--- src/rtl/dpt_pkg.sv ---
package dpt_pkg;

    typedef enum logic {
        SWEEP_UP   = 1'b0,
        SWEEP_DOWN = 1'b1
    } sweep_dir_e;

    typedef struct packed {
        logic blank;
        logic minon;
        logic dmax_hit;
    } win_flags_t;

    // Duty-limit count for a period of len cycles: len * num / 2^shift, rounded down.
    function automatic int duty_limit(int len, int num, int shift);
        return (len * num) >>> shift;
    endfunction

    // Bits needed to hold values 0..maxval.
    function automatic int span_bits(int maxval);
        return $clog2(maxval + 1);
    endfunction

endpackage

--- src/rtl/dpt_triangle.sv ---
module dpt_triangle
    import dpt_pkg::*;
#(
    parameter int DEPTH = 108,
    parameter int STEP  = 2,
    parameter int OW    = 9
) (
    input  logic                 clk,
    input  logic                 rst,
    input  logic                 advance,
    input  logic                 enable,
    output logic signed [OW-1:0] off_next
);
    localparam logic signed [OW-1:0] DEPTH_S = OW'(DEPTH);
    localparam logic signed [OW-1:0] STEP_S  = OW'(STEP);

    logic signed [OW-1:0] off_q;
    sweep_dir_e           dir_q;
    sweep_dir_e           dir_next;

    // The next offset is the one the coming period will use.
    always_comb begin
        off_next = off_q;
        dir_next = dir_q;
        if (!enable) begin
            off_next = '0;
            dir_next = SWEEP_UP;
        end else if (dir_q == SWEEP_UP) begin
            if (off_q > (DEPTH_S - STEP_S)) begin
                off_next = off_q - STEP_S;
                dir_next = SWEEP_DOWN;
            end else begin
                off_next = off_q + STEP_S;
            end
        end else begin
            if (off_q < (STEP_S - DEPTH_S)) begin
                off_next = off_q + STEP_S;
                dir_next = SWEEP_UP;
            end else begin
                off_next = off_q - STEP_S;
            end
        end
    end

    always_ff @(posedge clk) begin
        if (rst) begin
            off_q <= '0;
            dir_q <= SWEEP_UP;
        end else if (advance) begin
            off_q <= off_next;
            dir_q <= dir_next;
        end
    end

endmodule

--- src/rtl/dpt_period_cnt.sv ---
module dpt_period_cnt
    import dpt_pkg::*;
#(
    parameter int CENTER     = 1538,
    parameter int DUTY_NUM   = 3,
    parameter int DUTY_SHIFT = 2,
    parameter int RW         = 11,
    parameter int OW         = 9
) (
    input  logic                 clk,
    input  logic                 rst,
    input  logic signed [OW-1:0] off_next,
    output logic [RW-1:0]        ramp_q,
    output logic [RW-1:0]        len_q,
    output logic [RW-1:0]        dmax_q,
    output logic                 wrap,
    output logic                 start
);
    localparam logic [RW-1:0] LEN_RST  = RW'(CENTER);
    localparam logic [RW-1:0] DMAX_RST = RW'(duty_limit(CENTER, DUTY_NUM, DUTY_SHIFT));

    int            next_len_i;
    logic [RW-1:0] len_next;
    logic [RW-1:0] dmax_next;

    always_comb begin
        next_len_i = CENTER + int'(off_next);
        len_next   = RW'(next_len_i);
        dmax_next  = RW'(duty_limit(next_len_i, DUTY_NUM, DUTY_SHIFT));
    end

    assign wrap  = (ramp_q == (len_q - RW'(1)));
    assign start = (ramp_q == '0);

    always_ff @(posedge clk) begin
        if (rst) begin
            ramp_q <= '0;
            len_q  <= LEN_RST;
            dmax_q <= DMAX_RST;
        end else if (wrap) begin
            ramp_q <= '0;
            len_q  <= len_next;
            dmax_q <= dmax_next;
        end else begin
            ramp_q <= ramp_q + RW'(1);
        end
    end

endmodule

--- src/rtl/dpt_window.sv ---
module dpt_window
    import dpt_pkg::*;
#(
    parameter int RW        = 11,
    parameter int BLANK_CYC = 25,
    parameter int MINON_CYC = 35
) (
    input  logic [RW-1:0] ramp,
    input  logic [RW-1:0] dmax,
    output win_flags_t    flags
);
    always_comb begin
        flags.blank    = (ramp < RW'(BLANK_CYC));
        flags.minon    = (ramp < RW'(MINON_CYC));
        flags.dmax_hit = (ramp >= dmax);
    end

endmodule

--- src/rtl/dither_pwm_timebase.sv ---
module dither_pwm_timebase
    import dpt_pkg::*;
#(
    parameter int CENTER     = 1538,
    parameter int DEPTH      = 108,
    parameter int STEP       = 2,
    parameter int DUTY_NUM   = 3,
    parameter int DUTY_SHIFT = 2,
    parameter int BLANK_CYC  = 25,
    parameter int MINON_CYC  = 35,
    localparam int RW        = span_bits(CENTER + DEPTH)
) (
    input  logic          clk,
    input  logic          rst,
    input  logic          dither_en,
    output logic          period_start,
    output logic [RW-1:0] ramp,
    output logic          dmax_expired,
    output logic          blank,
    output logic          minon_win
);
    localparam int OW = span_bits(DEPTH + STEP) + 1;

    logic signed [OW-1:0] off_next;
    logic [RW-1:0]        len_q;
    logic [RW-1:0]        dmax_q;
    logic                 wrap;
    win_flags_t           flags;

    dpt_triangle #(
        .DEPTH (DEPTH),
        .STEP  (STEP),
        .OW    (OW)
    ) u_tri (
        .clk      (clk),
        .rst      (rst),
        .advance  (wrap),
        .enable   (dither_en),
        .off_next (off_next)
    );

    dpt_period_cnt #(
        .CENTER     (CENTER),
        .DUTY_NUM   (DUTY_NUM),
        .DUTY_SHIFT (DUTY_SHIFT),
        .RW         (RW),
        .OW         (OW)
    ) u_cnt (
        .clk      (clk),
        .rst      (rst),
        .off_next (off_next),
        .ramp_q   (ramp),
        .len_q    (len_q),
        .dmax_q   (dmax_q),
        .wrap     (wrap),
        .start    (period_start)
    );

    dpt_window #(
        .RW        (RW),
        .BLANK_CYC (BLANK_CYC),
        .MINON_CYC (MINON_CYC)
    ) u_win (
        .ramp  (ramp),
        .dmax  (dmax_q),
        .flags (flags)
    );

    assign blank        = flags.blank;
    assign minon_win    = flags.minon;
    assign dmax_expired = flags.dmax_hit;

endmodule

--- config.mk ---
export PLATFORM = sky130hd
export DESIGN_NAME = dither_pwm_timebase
export DESIGN_NICKNAME = d
export VERILOG_FILES = /design/src/rtl/dpt_pkg.sv /design/src/rtl/dpt_triangle.sv /design/src/rtl/dpt_period_cnt.sv /design/src/rtl/dpt_window.sv /design/src/rtl/dither_pwm_timebase.sv
export SDC_FILE = /design/constraint.sdc
export NUM_CORES = 1
export LEC_CHECK = 0
export ABC_AREA = 1
export ABC_CLOCK_PERIOD_IN_PS = 4200
export CAP_MARGIN = 20
export CORE_ASPECT_RATIO = 0.9
export CORE_MARGIN = 2
export CORE_UTILIZATION = 55
export CTS_BUF_LIST = sky130_fd_sc_hd__clkbuf_16
export DETAILED_ROUTE_END_ITERATION = 8
export GPL_TIMING_DRIVEN = 0
export PLACE_DENSITY = 0.74
export SLEW_MARGIN = 10
export SYNTH_ARGS = -nofsm -noshare
export SYNTH_HDL_FRONTEND = slang
export SYNTH_HIERARCHICAL = 1
export SYNTH_SLANG_ARGS = --single-unit
--- constraint.sdc ---
create_clock -name clk -period 4.2 [get_ports clk]
set_clock_uncertainty 0.2 [all_clocks]
set_input_delay 0.84 -clock clk [delete_from_list [all_inputs] [get_ports clk]]
set_output_delay 0.84 -clock clk [all_outputs]
set_load 0.01 [all_outputs]
==> impl_results.md <==
* Status: complete, no violations
* Crit path max-delay cell type: ha_2
* CTS root buffer: clkbuf_16
* Final setup fails at 0
* Via-per-instance ratio at 5.23
* Final slew viol count at 0
* N_diodes at 0
* Area growth syn-to-layout at 12.8%
* First-pass GRT wire length at 14900 um
* Logic pwr share at 0.062
* Startpoint type of the worst setup path: register
* Syn. warnings at 6
* Worst Min Path Start: u_cnt/dmax_q[10]
* Vias at 3663
* H-tree Lvls at 2
* HPWL after DPL at a little over 7000 um
* Clock power share at 0.521
* Tmin final at ~3.8 ns
* Latest clock arrival within the worst-skew pair at 0.28 ns
* Slew margin rel. at 0.538
* CORE AREA at between 0.006 and 0.007 mm2
* Pre-CTS WS at -0.162 ns
* CP max FO at 7
* PwrDens at ~230 mW/mm2
* GP Congestion at between 0.8 and 0.9
* Setup crit start: u_tri/off_q[2]
* Pin count of the biggest net entering global routing at 15
* # DRC at 0
* Leakage at 2.16 nW
* Post-route ant nets at 0
* All-Layer GR Usage at 0.244
* Initial Util at 0.570
* Crit-path max cell delay at ~0.38 ns
* Clock slew at reported path FFs at ~0.060 ns
* Initial antenna violation count at 0
* Final wirelength at 8970 um
* Max Fclk at 265 MHz
* Gr ovfl total at 0
* Hold Vio Cnt, Final at 0
* Synthesized Nets at 621
* Layout cells sized above 1 at 0.123
* Worst min-delay path category: register to register
* Switching Fraction at 0.209
* CTS tree: built
* Worst Setup Path Type: register to register
* RSZ-0062 raised after global routing: no
* Cell repeated most along the worst path: nand2_1
* Post-Syn Instances at between 500 and 600
* Max-cap violations at 0
* Worst slew pin tran at 0.687 ns
* Tcrit/Tclk final at 0.900
* Sequential power share at 0.417
* Post-CTS setup repair buffer count at 0
* P_sw at 0.200 mW
* VDD IR-drop max at 0.000197 V
* IO Count at 18
* Rows at 28
* Fin Hold WS at 0.267 ns
* Initial drt markers at 261
* Worst-case clock buffer depth at 2
* Total CTS buffers at 5
* Nets@finish at 644
* Die height at 82.4 um
* Die area at 0.00750 mm2
* CP Data Required Time at ~4.2 ns
* Die X at between 90 and 100 um
* Port Buf Inserts at 16
* Worst setup margin at 0.421 ns
* Mapped Area at between 0.003 and 0.004 mm2
* DR WL/cell at 12.8 um
* Final design utilization at 0.643
* CP endpoint kind: register
* Sink Count at 41
* Worst r2r src: u_tri/off_q[2]
* Crit path DAT at approximately 3.8 ns
* Post-cts hold buffer count at 0
* P_int at 0.757 mW
* Mapped Avg Cell Area at around 6.4 um2
* Vias in the first global route at 3274
* Initial DRT Pass Iterations at 5
[placed cells by master, fill, tap and decap left out, types with 2 or more instances in the layout]
master and n:
a21oi_1 9, o21ai_2 2, nand3_2 11, inv_2 4, nand2_4 2, nand4_1 21
inv_1 84, a21oi_2 7, nand2_1 139, buf_6 4, xnor2_1 11, buf_2 6
xor2_1 23, bufinv_16 2, nor4_1 2, a211oi_1 2, dfxtp_1 40, nor2_2 9
nor3_1 4, clkbuf_1 2, nand3_1 46, ha_1 29, nor3_2 3, clkdlybuf4s50_1 16
nor2_4 3, nand2_2 12, nand3b_1 2, o21ai_1 2, nor2_1 84, clkbuf_16 5
o21ai_0 14
[power groups by stage]
| stage | Combinational [mW] | Sequential (mW) | Clock, mW |
|---|---|---|---|
| floorplan | 0.0359 | 0.405 | 0 |
| global placement | 0.0563 | 0.407 | 0 |
| detailed placement | 0.0577 | 0.407 | 0 |
| CTS | 0.0583 | 0.398 | 0.507 |
| global route | 0.0661 | 0.399 | 0.530 |
| finish | 0.0596 | 0.398 | 0.499 |
[metrics by stage]
step,area [um2],std cells,TNS (ns),power (mW)
3_5_place_dp,4030,693,-0.528,0.464
4_1_cts,4220,701,0,0.963
5_1_grt,4240,701,0,0.994
6_report,4240,701,0,0.957
3_3_place_gp,4030,693,-0.0588,0.463
2_1_floorplan,3750,587,0,0.441
[layer usage]
metal | wire length (um) | GRT usage | part of all wire | vias to the layer above
li1 | - | - | - | 1901
met1 | 4580 | 0.347 | 0.51 | 1689
met2 | 4020 | 0.411 | 0.45 | 66
met3 | 333 | 0.0272 | 0.037 | 7
met4 | 39 | 0.0379 | 0.0043 | 0
met5 | 0 | 0 | 0 | -
[timing repair]
item,CTS,global route
endpoints found under the hold margin,0,0
setup endpoints to repair,0,5
gates resized for setup,0,8
[path summary, 6_finish.rpt]
path                      end  slack [ns]  cells after the start
min          u_cnt/dmax_q[10]        0.27                      2
max reg2reg   u_cnt/dmax_q[9]        0.42                     26
max           u_cnt/dmax_q[9]        0.42                     26
min reg2reg  u_cnt/dmax_q[10]        0.27                      2
[state kept, by name, indices dropped and copies added, names as in the netlist]
register	count
u_cnt/dmax_q	11
u_tri/dir_q	1
u_tri/off_q	8
u_cnt/len_q	10
u_cnt/ramp_q	11
[final cells by class]
class	instances	area [um2]
Multi-Input combinational cell	444	2520
Fill cell	639	2350
Sequential cell	41	822
Inverter	88	330
Timing Repair Buffer	16	160
Clock buffer	5	125
Tap cell	90	113
Buffer	14	93.8
Clock inverter	3	68.8
[critical path: cells and delay by family, from the launching register on]
family,cells,cell delay (ns)
buf+inv,3,0.32
fa+ha+maj,3,0.83
flops,1,0.37
compound gates,1,0.18
simple gates,19,1.78
Note: power is estimated with default switching activity, not from simulation.
